==> src/rtl/ppdma_pkg.sv <==
// Package: shared offsets, bit positions and helpers for the ping-pong DMA channel.
// Assumes a 32-bit register bus and byte offsets on 5 address bits.
package ppdma_pkg;

    localparam int REG_W = 32;
    localparam int NBUF  = 2;

    localparam logic [4:0] OFS_MODE_SET = 5'h00;
    localparam logic [4:0] OFS_MODE_CLR = 5'h04;
    localparam logic [4:0] OFS_PERIPH   = 5'h08;
    localparam logic [4:0] OFS_B0_START = 5'h0C;
    localparam logic [4:0] OFS_B0_CNT   = 5'h10;
    localparam logic [4:0] OFS_B1_START = 5'h14;
    localparam logic [4:0] OFS_B1_CNT   = 5'h18;
    localparam int         OFS_BUF_STEP = 8;

    localparam int BIT_EN0 = 0;
    localparam int BIT_DN0 = 1;
    localparam int BIT_EN1 = 2;
    localparam int BIT_DN1 = 3;
    localparam int BIT_ACT = 4;
    localparam int BIT_GO  = 5;
    localparam int BIT_HLT = 6;
    localparam int BIT_IE  = 7;
    localparam int WID_LO  = 9;
    localparam int BIT_DIR = 12;
    localparam int DHI_LO  = 20;

    // Bits software may write; halted is hardware-owned, 14 and 31:24 are reserved.
    localparam logic [REG_W-1:0] MODE_SW_MASK = 32'h00FF_BFBF;
    localparam logic [REG_W-1:0] MODE_RESET   = 32'h0000_0040;

    // Shift from device units to bytes for a width code.
    function automatic logic [1:0] width_shift(input logic [1:0] code);
        case (code)
            2'd1:    width_shift = 2'd1;
            2'd2:    width_shift = 2'd2;
            default: width_shift = 2'd0;
        endcase
    endfunction

endpackage

==> src/rtl/ppdma_mode_reg.sv <==
// Module: holds the mode/status word. Applies hardware completion events first,
// then software set and clear writes, and takes halted from the transfer engine.
// Assumes set_we and clr_we are never high in the same cycle.
module ppdma_mode_reg
    import ppdma_pkg::*;
(
    input  logic             clk,
    input  logic             rst_n,
    input  logic             set_we,
    input  logic             clr_we,
    input  logic [REG_W-1:0] wdata,
    input  logic             cpl,
    input  logic             cpl_buf,
    input  logic             halt_nxt,
    output logic [REG_W-1:0] mode_q
);

    logic [REG_W-1:0] mode_d;

    // Next-state merge: hardware retire, software set/clear, halted status.
    always_comb begin
        mode_d = mode_q;
        if (cpl) begin
            mode_d[cpl_buf ? BIT_EN1 : BIT_EN0] = 1'b0;
            mode_d[cpl_buf ? BIT_DN1 : BIT_DN0] = 1'b1;
            mode_d[BIT_ACT]                     = ~mode_q[BIT_ACT];
        end
        if (set_we) mode_d = mode_d | (wdata & MODE_SW_MASK);
        if (clr_we) mode_d = mode_d & ~(wdata & MODE_SW_MASK);
        mode_d[BIT_HLT] = halt_nxt;
        mode_d = mode_d & (MODE_SW_MASK | MODE_RESET);
    end

    // Mode word register.
    always_ff @(posedge clk) begin
        if (!rst_n) mode_q <= MODE_RESET;
        else        mode_q <= mode_d;
    end

    // a retired buffer shows its done flag next cycle unless software clears it.
    a_r6_done0_on_retire: assert property (@(posedge clk) disable iff (!rst_n)
        (cpl && !cpl_buf && !clr_we) |=> mode_q[BIT_DN0]);
    a_r6_done1_on_retire: assert property (@(posedge clk) disable iff (!rst_n)
        (cpl && cpl_buf && !clr_we) |=> mode_q[BIT_DN1]);
    // halted only rises after a cycle with go low.
    a_r8_halt_needs_stop: assert property (@(posedge clk) disable iff (!rst_n)
        $rose(mode_q[BIT_HLT]) |-> !$past(mode_q[BIT_GO]));

endmodule

==> src/rtl/ppdma_buf_slot.sv <==
// Module: one buffer's start address, transfer count and high address bits.
// A software write wins over a same-cycle hardware step.
// Assumes step is only pulsed while the count is nonzero.
module ppdma_buf_slot #(
    parameter int ADDR_W = 32,
    parameter int CNT_W  = 16,
    parameter int HI_W   = 4
) (
    input  logic              clk,
    input  logic              rst_n,
    input  logic              start_we,
    input  logic              cnt_we,
    input  logic [ADDR_W-1:0] start_wd,
    input  logic [CNT_W-1:0]  cnt_wd,
    input  logic [HI_W-1:0]   hi_wd,
    input  logic              step,
    input  logic [2:0]        step_bytes,
    output logic [ADDR_W-1:0] start_q,
    output logic [CNT_W-1:0]  cnt_q,
    output logic [HI_W-1:0]   hi_q
);

    // Address pointer: load from software or advance by the transfer size.
    always_ff @(posedge clk) begin
        if (!rst_n)        start_q <= '0;
        else if (start_we) start_q <= start_wd;
        else if (step)     start_q <= start_q + ADDR_W'(step_bytes);
    end

    // Count and high bits: load from software or count down per transfer.
    always_ff @(posedge clk) begin
        if (!rst_n) begin
            cnt_q <= '0;
            hi_q  <= '0;
        end else if (cnt_we) begin
            cnt_q <= cnt_wd;
            hi_q  <= hi_wd;
        end else if (step) begin
            cnt_q <= cnt_q - CNT_W'(1);
        end
    end

    // the engine never steps a buffer whose count is already zero.
    a_r5_no_wrap: assert property (@(posedge clk) disable iff (!rst_n)
        step |-> (cnt_q != '0));

endmodule

==> src/rtl/ppdma_xfer.sv <==
// Module: transfer engine. Issues one request at a time from the active buffer,
// retires a buffer when its count is zero, and computes the next halted value.
// Assumes mst_ack is only high while mst_req is high.
module ppdma_xfer
    import ppdma_pkg::*;
#(
    parameter int MA_W = 36
) (
    input  logic                      clk,
    input  logic                      rst_n,
    input  logic                      go,
    input  logic                      act,
    input  logic [NBUF-1:0]           en,
    input  logic [NBUF-1:0]           cnt_zero,
    input  logic [NBUF-1:0][MA_W-1:0] buf_addr,
    input  logic [MA_W-1:0]           dev_addr,
    input  logic                      dir,
    input  logic [1:0]                width,
    input  logic                      mst_ack,
    output logic                      mst_req,
    output logic [MA_W-1:0]           mst_mem_addr,
    output logic [MA_W-1:0]           mst_dev_addr,
    output logic                      mst_dir,
    output logic [1:0]                mst_width,
    output logic [NBUF-1:0]           step,
    output logic                      cpl,
    output logic                      cpl_buf,
    output logic                      halt_nxt
);

    logic req_q;
    logic cur_q;
    logic issue;
    logic xfer_done;

    // Decide this cycle's action: issue, retire or idle.
    always_comb begin
        issue     = go && !req_q && en[act] && !cnt_zero[act];
        cpl       = go && !req_q && en[act] &&  cnt_zero[act];
        cpl_buf   = act;
        xfer_done = req_q && mst_ack;
        halt_nxt  = !go && !(req_q && !mst_ack);
        step      = '0;
        step[cur_q] = xfer_done;
    end

    // Request register with captured addresses and attributes.
    always_ff @(posedge clk) begin
        if (!rst_n) begin
            req_q        <= 1'b0;
            cur_q        <= 1'b0;
            mst_mem_addr <= '0;
            mst_dev_addr <= '0;
            mst_dir      <= 1'b0;
            mst_width    <= 2'd0;
        end else if (issue) begin
            req_q        <= 1'b1;
            cur_q        <= act;
            mst_mem_addr <= buf_addr[act];
            mst_dev_addr <= dev_addr;
            mst_dir      <= dir;
            mst_width    <= width;
        end else if (xfer_done) begin
            req_q <= 1'b0;
        end
    end

    assign mst_req = req_q;

    // a pending request holds its address until acknowledged.
    a_r4_hold_req: assert property (@(posedge clk) disable iff (!rst_n)
        (req_q && !mst_ack) |=> (req_q && $stable(mst_mem_addr) && $stable(mst_dev_addr)));
    // a new request starts only while go is set.
    a_r4_req_needs_go: assert property (@(posedge clk) disable iff (!rst_n)
        $rose(req_q) |-> $past(go));

endmodule

==> src/rtl/pingpong_dma_chan.sv <==
// Module: top of the ping-pong DMA channel. Decodes register writes, muxes
// readback, holds the peripheral address and wires the buffer slots, mode word
// and transfer engine. Assumes one register write per cycle and reads that
// are combinational on reg_addr.
module pingpong_dma_chan
    import ppdma_pkg::*;
#(
    parameter int ADDR_W = 32,
    parameter int CNT_W  = 16,
    parameter int HI_W   = 4
) (
    input  logic                     clk,
    input  logic                     rst_n,
    input  logic                     reg_we,
    input  logic [4:0]               reg_addr,
    input  logic [REG_W-1:0]         reg_wdata,
    output logic [REG_W-1:0]         reg_rdata,
    output logic                     mst_req,
    input  logic                     mst_ack,
    output logic [ADDR_W+HI_W-1:0]   mst_mem_addr,
    output logic [ADDR_W+HI_W-1:0]   mst_dev_addr,
    output logic                     mst_dir,
    output logic [1:0]               mst_width,
    output logic                     irq,
    output logic [CNT_W+1:0]         residue_bytes
);

    localparam int MA_W   = ADDR_W + HI_W;
    localparam int HI_LSB = CNT_W;

    logic [REG_W-1:0]            mode_q;
    logic [ADDR_W-1:0]           periph_q;
    logic [NBUF-1:0][ADDR_W-1:0] start_q;
    logic [NBUF-1:0][CNT_W-1:0]  cnt_q;
    logic [NBUF-1:0][HI_W-1:0]   hi_q;
    logic [NBUF-1:0][MA_W-1:0]   buf_addr;
    logic [NBUF-1:0]             cnt_zero;
    logic [NBUF-1:0]             step;
    logic [NBUF-1:0]             en;
    logic                        cpl;
    logic                        cpl_buf;
    logic                        halt_nxt;
    logic [2:0]                  step_bytes;
    logic                        act;

    assign act        = mode_q[BIT_ACT];
    assign en         = {mode_q[BIT_EN1], mode_q[BIT_EN0]};
    assign step_bytes = 3'd1 << width_shift(mst_width);

    // Peripheral FIFO address register.
    always_ff @(posedge clk) begin
        if (!rst_n)                              periph_q <= '0;
        else if (reg_we && reg_addr == OFS_PERIPH) periph_q <= reg_wdata[ADDR_W-1:0];
    end

    ppdma_mode_reg u_mode (
        .clk      (clk),
        .rst_n    (rst_n),
        .set_we   (reg_we && reg_addr == OFS_MODE_SET),
        .clr_we   (reg_we && reg_addr == OFS_MODE_CLR),
        .wdata    (reg_wdata),
        .cpl      (cpl),
        .cpl_buf  (cpl_buf),
        .halt_nxt (halt_nxt),
        .mode_q   (mode_q)
    );

    for (genvar b = 0; b < NBUF; b++) begin : g_buf
        localparam logic [4:0] START_OFS = 5'(int'(OFS_B0_START) + OFS_BUF_STEP * b);
        localparam logic [4:0] CNT_OFS   = 5'(int'(OFS_B0_CNT) + OFS_BUF_STEP * b);

        ppdma_buf_slot #(
            .ADDR_W (ADDR_W),
            .CNT_W  (CNT_W),
            .HI_W   (HI_W)
        ) u_slot (
            .clk        (clk),
            .rst_n      (rst_n),
            .start_we   (reg_we && reg_addr == START_OFS),
            .cnt_we     (reg_we && reg_addr == CNT_OFS),
            .start_wd   (reg_wdata[ADDR_W-1:0]),
            .cnt_wd     (reg_wdata[CNT_W-1:0]),
            .hi_wd      (reg_wdata[HI_LSB +: HI_W]),
            .step       (step[b]),
            .step_bytes (step_bytes),
            .start_q    (start_q[b]),
            .cnt_q      (cnt_q[b]),
            .hi_q       (hi_q[b])
        );

        assign buf_addr[b] = {hi_q[b], start_q[b]};
        assign cnt_zero[b] = (cnt_q[b] == '0);
    end

    ppdma_xfer #(
        .MA_W (MA_W)
    ) u_xfer (
        .clk          (clk),
        .rst_n        (rst_n),
        .go           (mode_q[BIT_GO]),
        .act          (act),
        .en           (en),
        .cnt_zero     (cnt_zero),
        .buf_addr     (buf_addr),
        .dev_addr     ({mode_q[DHI_LO +: HI_W], periph_q}),
        .dir          (mode_q[BIT_DIR]),
        .width        (mode_q[WID_LO +: 2]),
        .mst_ack      (mst_ack),
        .mst_req      (mst_req),
        .mst_mem_addr (mst_mem_addr),
        .mst_dev_addr (mst_dev_addr),
        .mst_dir      (mst_dir),
        .mst_width    (mst_width),
        .step         (step),
        .cpl          (cpl),
        .cpl_buf      (cpl_buf),
        .halt_nxt     (halt_nxt)
    );

    // Register readback mux.
    always_comb begin
        case (reg_addr)
            OFS_MODE_SET: reg_rdata = mode_q;
            OFS_PERIPH:   reg_rdata = REG_W'(periph_q);
            OFS_B0_START: reg_rdata = REG_W'(start_q[0]);
            OFS_B0_CNT:   reg_rdata = REG_W'({hi_q[0], cnt_q[0]});
            OFS_B1_START: reg_rdata = REG_W'(start_q[1]);
            OFS_B1_CNT:   reg_rdata = REG_W'({hi_q[1], cnt_q[1]});
            default:      reg_rdata = '0;
        endcase
    end

    // Interrupt and byte residue of the active buffer.
    always_comb begin
        irq           = mode_q[BIT_IE] && (mode_q[BIT_DN0] || mode_q[BIT_DN1]);
        residue_bytes = (CNT_W+2)'(cnt_q[act]) << width_shift(mode_q[WID_LO +: 2]);
    end

    // a halted channel has no request outstanding.
    a_r8_halt_no_req: assert property (@(posedge clk) disable iff (!rst_n)
        mode_q[BIT_HLT] |-> !mst_req);

endmodule

==> config.mk <==
export PLATFORM = sky130hd
export DESIGN_NAME = pingpong_dma_chan
export DESIGN_NICKNAME = d
export VERILOG_FILES = /design/src/rtl/ppdma_pkg.sv /design/src/rtl/ppdma_mode_reg.sv /design/src/rtl/ppdma_buf_slot.sv /design/src/rtl/ppdma_xfer.sv /design/src/rtl/pingpong_dma_chan.sv
export SDC_FILE = /design/constraint.sdc
export NUM_CORES = 1
export LEC_CHECK = 0
export BUFFER_PORTS_ARGS = -buffer_cell sky130_fd_sc_hd__buf_2
export CAP_MARGIN = 20
export CORE_MARGIN = 2
export CORE_UTILIZATION = 45
export DETAILED_ROUTE_END_ITERATION = 16
export GPL_TIMING_DRIVEN = 0
export PLACE_DENSITY = 0.72
export SYNTH_ARGS = -nofsm -noshare
export SYNTH_HDL_FRONTEND = slang
export SYNTH_SLANG_ARGS = --single-unit
==> constraint.sdc <==
create_clock -name clk -period 3.7 [get_ports clk]
set_input_delay 0.185 -clock clk [delete_from_list [all_inputs] [get_ports clk]]
set_output_delay 0.185 -clock clk [all_outputs]
set_load 0.1 [all_outputs]
* Word level (Yosys, flattened, before mapping)
Cells that the tools add are included.
Word-level totals: RAM bits 0, output and inout port bits 127, input port bits 41, bits in registers 236, latch bits 0, memory bits (read-only) 0, memories kept 0, word-level logic and storage cells 109
Cells by class: divide/modulo/power cells 0, bitwise operators 8, $lt $le $gt $ge 7, shift-type cells 2, multiplexer cells 32, add/subtract/negate cells 4, eq/ne operators 10, reduce and logical (&&, ||, !) cells 32, $mul 0
Operators by type and width (number):
- $pmux 32 s6 | 1
- $mux 32 | 4
- $mux 16 | 6
- $mux 24 | 3
- $mux 36 | 2
- $add 32x3->32 | 2
- $ge 32x1->1 const B | 2
- $lt 32x7->1 const B | 2
- $and 24x24->24 | 2
- $not 24->24 | 2
- $or 24x24->24 | 2
- $logic_not 16->1 | 2
- $sub 16x1->16 const B | 2
- $logic_and 1x1->1 | 18
- $shl 16x2->18 | 1
- $eq 5x5->1 const B | 3
- $demux 1 s5 | 2
- $eq 5x4->1 const B | 2
- $reduce_bool 2->1 | 5
- $mux 1 | 9
- $pmux 2 s2 | 2
- $eq 5x3->1 const B | 1
- $logic_not 1->1 | 5
- $logic_not 5->1 | 1
- other kinds (10) | 14

* Longest topological paths before layout
depth after elaboration 13, depth in mapped cells 10, mapped depth without buffers 9

* Cells and area by module
A second synthesis with hierarchy kept.
Second synthesis, totals: cell total of the unflattened synthesis 1625, area total of the unflattened synthesis 13286.5 um^2
By module, submodules not included:
- ppdma_buf_slot | seq. area each 1041.0 um^2, instances 2, cells each 340, area each 2852.7 um^2
- ppdma_xfer | seq. area each 1541.5 um^2, instances 1, cells each 383, area each 3528.4 um^2
- pingpong_dma_chan | seq. area each 640.6 um^2, instances 1, cells each 431, area each 3074.2 um^2
- ppdma_mode_reg | seq. area each 460.4 um^2, instances 1, cells each 131, area each 978.4 um^2

* Least setup slack after synthesis
OpenSTA, ideal clock, no wires.
path type register -> output, start register u_mode.mode_q[4], end output residue_bytes[2], required time 3.515 ns, slack -0.230 ns, path buffers 3, stages on the path, launching flop included 6, arrival time 3.745 ns, cells stage by stage dfxtp_1 > clkbuf_1 > clkbuf_1 > buf_1 > mux2i_1 > o21ai_0
On the way: longest elaborated chain between the ends 3
RTL lines:
- from (decl) | RTL line ppdma_mode_reg.sv:15 | output logic [REG_W-1:0] mode_q
- from (signal assigned) | RTL line ppdma_mode_reg.sv:37 | else mode_q <= mode_d;
- $mux 16 (implied by the code) (2 in a row) | RTL line pingpong_dma_chan.sv:136 | residue_bytes = (CNT_W+2)'(cnt_q[act]) << width_shift(mode_q[WID_LO +: 2]);
- $shl 16x2->18 | RTL line pingpong_dma_chan.sv:136
- to (decl) | RTL line pingpong_dma_chan.sv:25 | output logic [CNT_W+1:0] residue_bytes
Every way passes these cells. The select of a mux whose other input is x is not followed.

* Worst setup path after layout
start register u_mode.mode_q[4], end output residue_bytes[1]
Same word-level chain as after synthesis.

==> flow_summary.json <==
{
  "unrepaired_setup_endpoints_after_global_routing": "false",
  "post-route-worst-setup-slack_ns": 0.278,
  "fp-row-count": 60,
  "endpoint_kind": "output port",
  "synth_edf_count": 0,
  "firstDrtPassIters": 6,
  "synth-simple-area-share": 0.212,
  "p_total_mw": 5.64,
  "synth.mux.area_fraction": 0.0554,
  "detailedPlace.worstSlack_ns": 0.168,
  "pin_count_of_the_biggest_net_entering_global_routing": 14,
  "crit_path_launch_type": "register",
  "dieArea_um2": 28700,
  "setup.worst_path.class": "register to output port",
  "synth_fa_ha_area_frac": 0.0132,
  "timing.final.hold_violations": 0,
  "cp.arrival_ns": 3.24,
  "hpwlAfterDp_um": 37600,
  "level_count_of_the_clock_h_tree": 1,
  "drc": 0,
  "postRouteAntennaNets": 0,
  "grt_first_pass_wirelength_um": 76000,
  "grt_pass1_vias": 12400,
  "synth_top_flop_cell": "dfxtp_1",
  "clockBufferDepth": 3,
  "min-delay-start": "reg_wdata[2]",
  "total_negative_slack_ns": 0,
  "area.growth.synth_to_final_pct": 19.5,
  "timing.rr.end": "g_buf[0].u_slot.start_q[26]",
  "synth_top_cell_by_area": "dfxtp_1",
  "synth-async-reset-ratio": 0,
  "r2r.worst_path.cells": 10,
  "cts-buffers-inserted": 27,
  "worstSkewPairLatency_ns": 0.56,
  "numPortBuffers": 166,
  "cts_tree": "yes",
  "globalRouteTotalUtil": 0.349,
  "share_of_layout_cells_above_drive_strength_1": 0.140,
  "slew_violations": 0,
  "synthesized_area_per_cell_um2": 7.95,
  "finalInstanceArea_um2": 14700,
  "synth_compound_area_frac": 0.231,
  "worstReg2RegStart": "u_xfer.mst_width[0]",
  "yosys_cell_types": 65,
  "max_cap_violations": 0,
  "dr_vias_cell": 6.37,
  "leakage_nw": 5.16,
  "setup_viol": 0,
  "power.density_cell_area_nw_per_um2": 384,
  "synth_nets": 1600,
  "hold_slack_ns": 0.0130,
  "antenna_found_initial": 1,
  "hold_path_end": "u_mode.mode_q[2]",
  "coreArea_um2": 26900,
  "synth_top_family_by_area": "compound AO/OA/AOI/OAI gates",
  "outcome": "completed",
  "finClkSkew_ns": 0.0267,
  "detailed_place.area_um2": 13600,
  "routabilityCongestion": 0.982,
  "cts_root_buffer": "clkbuf_16",
  "timing.final.crit_share": 0.925,
  "synth.cell_area_um2": 12300,
  "timing.max_slew.rel_slack": 0.289,
  "netlist_top_cells_area": "dfxtp_1 (38%), nand2_1 (6.8%), a211oi_1 (5.4%), a21oi_1 (4.4%), o21ai_0 (4.3%)",
  "fmax_ghz": 0.292,
  "height_of_the_die_um": 169,
  "critical_path.max_fanout": 10,
  "clock_sinks": 236,
  "synthMostInstantiatedCell": "dfxtp_1",
  "drt_wl_total_um": 51600,
  "post_cts.repair.setup_buffers": 0,
  "clkSlewWorstSetupHoldPaths_ns": 0.06,
  "boundaryPins": 168,
  "diodes": 0,
  "power.ir.vdd_worst_v": 0.000305,
  "timing.hold.worst.class": "input port to register",
  "synth-warning-count": 0,
  "fin_crit_ns": 3.42,
  "grt-ovfl-total": 0,
  "netlist_instances": 1546,
  "slew_at_the_pin_closest_to_its_max_slew_limit_ns": 1.07,
  "synthTopCellsByCount": "dfxtp_1 (236), nand2_1 (222), clkbuf_1 (118), a21oi_1 (107), o21ai_0 (106)",
  "detail_route.wl_per_cell_um": 24.3,
  "nets": 1818,
  "layout.filler_cells": 2610,
  "synthesized_area_fraction_occupied_by_xor_and_xnor_cells": 0.0520,
  "dr_total_vias": 13500,
  "yosysSeqAreaShare": 0.384,
  "synth_top_cell_area_share": 0.384,
  "synth.ff_latch_count": 236,
  "dieWidth_um": 169,
  "detail_route.iter0.violations": 1685,
  "worstHoldPathCells": 2,
  "worst-r2r-setup-slack_ns": 0.29,
  "cp_data_required_time_ns": 3.51,
  "initial_core_util": 0.458
}
[worst max path at each step]
stage	start	slack [ns]	endpoint	depth (start not counted)
after global routing	u_xfer.mst_width[0]	0.21	g_buf[0].u_slot.start_q[16]	10
after CTS	u_mode.mode_q[4]	0.12	residue_bytes[1]	6
after global placement	reg_addr[4]	0.31	reg_rdata[4]	7
after floorplan	u_mode.mode_q[4]	0.12	residue_bytes[12]	6
final	u_mode.mode_q[4]	0.28	residue_bytes[1]	6
after detailed placement	g_buf[1].u_slot.cnt_q[0]	0.17	u_xfer.mst_width[1]	10
[area by class of cell]
| cell class | instances | area (um^2) | area share |
|---|---|---|---|
| Clock buffer | 38 | 807 | 0.0549 |
| Timing Repair Buffer | 189 | 1060 | 0.0720 |
| Inverter | 27 | 101 | 0.00690 |
| Tap cell | 341 | 427 | 0.0290 |
| Sequential cell | 236 | 4720 | 0.322 |
| Clock inverter | 11 | 92.6 | 0.00630 |
| Buffer | 138 | 556 | 0.0378 |
| Multi-Input combinational cell | 1145 | 6930 | 0.471 |
[worst max-delay path, cell delays in order, from the launching register on]
cell and delay (ns):
dfxtp_1 0.31, clkbuf_1 0.43, clkbuf_2 0.46, clkdlybuf4s15_2 0.59, mux2i_1 0.22, o22ai_1 0.21, buf_2 0.45
[power breakdown]
group          switching [mW]  internal [mW]
Sequential             0.0293           2.56
Combinational           0.254         0.0884
Clock                    1.13           1.58
[metal layers]
| layer | track usage | part of all wire |
|---|---|---|
| met5 | 0 | 0.00023 |
| met4 | 0.187 | 0.061 |
| met3 | 0.0791 | 0.12 |
| met2 | 0.510 | 0.41 |
| met1 | 0.479 | 0.40 |
[kinds of logic (layout without fill, tap and decap cells)]
group | count (synthesis) | count (layout)
XOR/XNOR | 73 | 73
adder cells (fa/ha/maj) | 13 | 13
AO/OA/AOI/OAI | 444 | 444
flip-flops | 236 | 236
buffers and inverters | 165 | 403
AND/OR/NAND/NOR | 553 | 553
multiplexers | 62 | 62
[placed cells by master, fill, tap and decap left out, types with 6 or more instances in the layout]
cell / Yosys / routed
a2111oi_0: 6 / 6
a211oi_1: 89 / 89
a21oi_1: 107 / 107
a222oi_1: 8 / 8
a22oi_1: 69 / 69
a311oi_1: 10 / 10
and2_1: 8 / 8
and3_1: 7 / 7
and4_1: 8 / 8
buf_1: 8 / 6
buf_2: 9 / 177
clkbuf_1: 118 / 119
clkbuf_16: 0 / 27
clkbuf_8: 0 / 9
dfxtp_1: 236 / 236
dlygate4sd3_1: 0 / 21
ha_1: 13 / 13
inv_1: 27 / 27
mux2_2: 8 / 8
mux2i_1: 50 / 50
nand2_1: 222 / 222
nand3_1: 95 / 95
nand4_1: 22 / 22
nor2_1: 96 / 96
nor2b_1: 6 / 6
nor3_1: 31 / 31
nor4_1: 17 / 17
o211ai_1: 6 / 6
o21ai_0: 106 / 105
o21ai_1: 12 / 13
or3_1: 6 / 6
xnor2_1: 55 / 55
xor2_1: 18 / 18
[sequential cells by signal, indices dropped and copies added (netlist names), named ones only]
signal	count
g_buf.u_slot.cnt_q	32
g_buf.u_slot.hi_q	8
g_buf.u_slot.start_q	64
periph_q	32
u_mode.mode_q	6
u_xfer.cur_q	1
u_xfer.mst_dev_addr	36
u_xfer.mst_dir	1
u_xfer.mst_mem_addr	36
u_xfer.mst_req	1
u_xfer.mst_width	2
[per-stage QoR]
step                       util  std cells
after global routing      0.547       2125
after CTS                 0.546       2124
after global placement    0.504       2053
after detailed placement  0.505       2054
after floorplan               -       1546
final                     0.547       2125
[timing repair]
item / 4_1_cts / 5_1_grt
hold endpoints to repair: 45 / 0
gates cloned: 0 / 0
endpoints found under the setup margin: 4 / 1
gates resized for setup: 3 / 2
hold buffers: 21 / 0
Power figures use the tool's default switching activity.
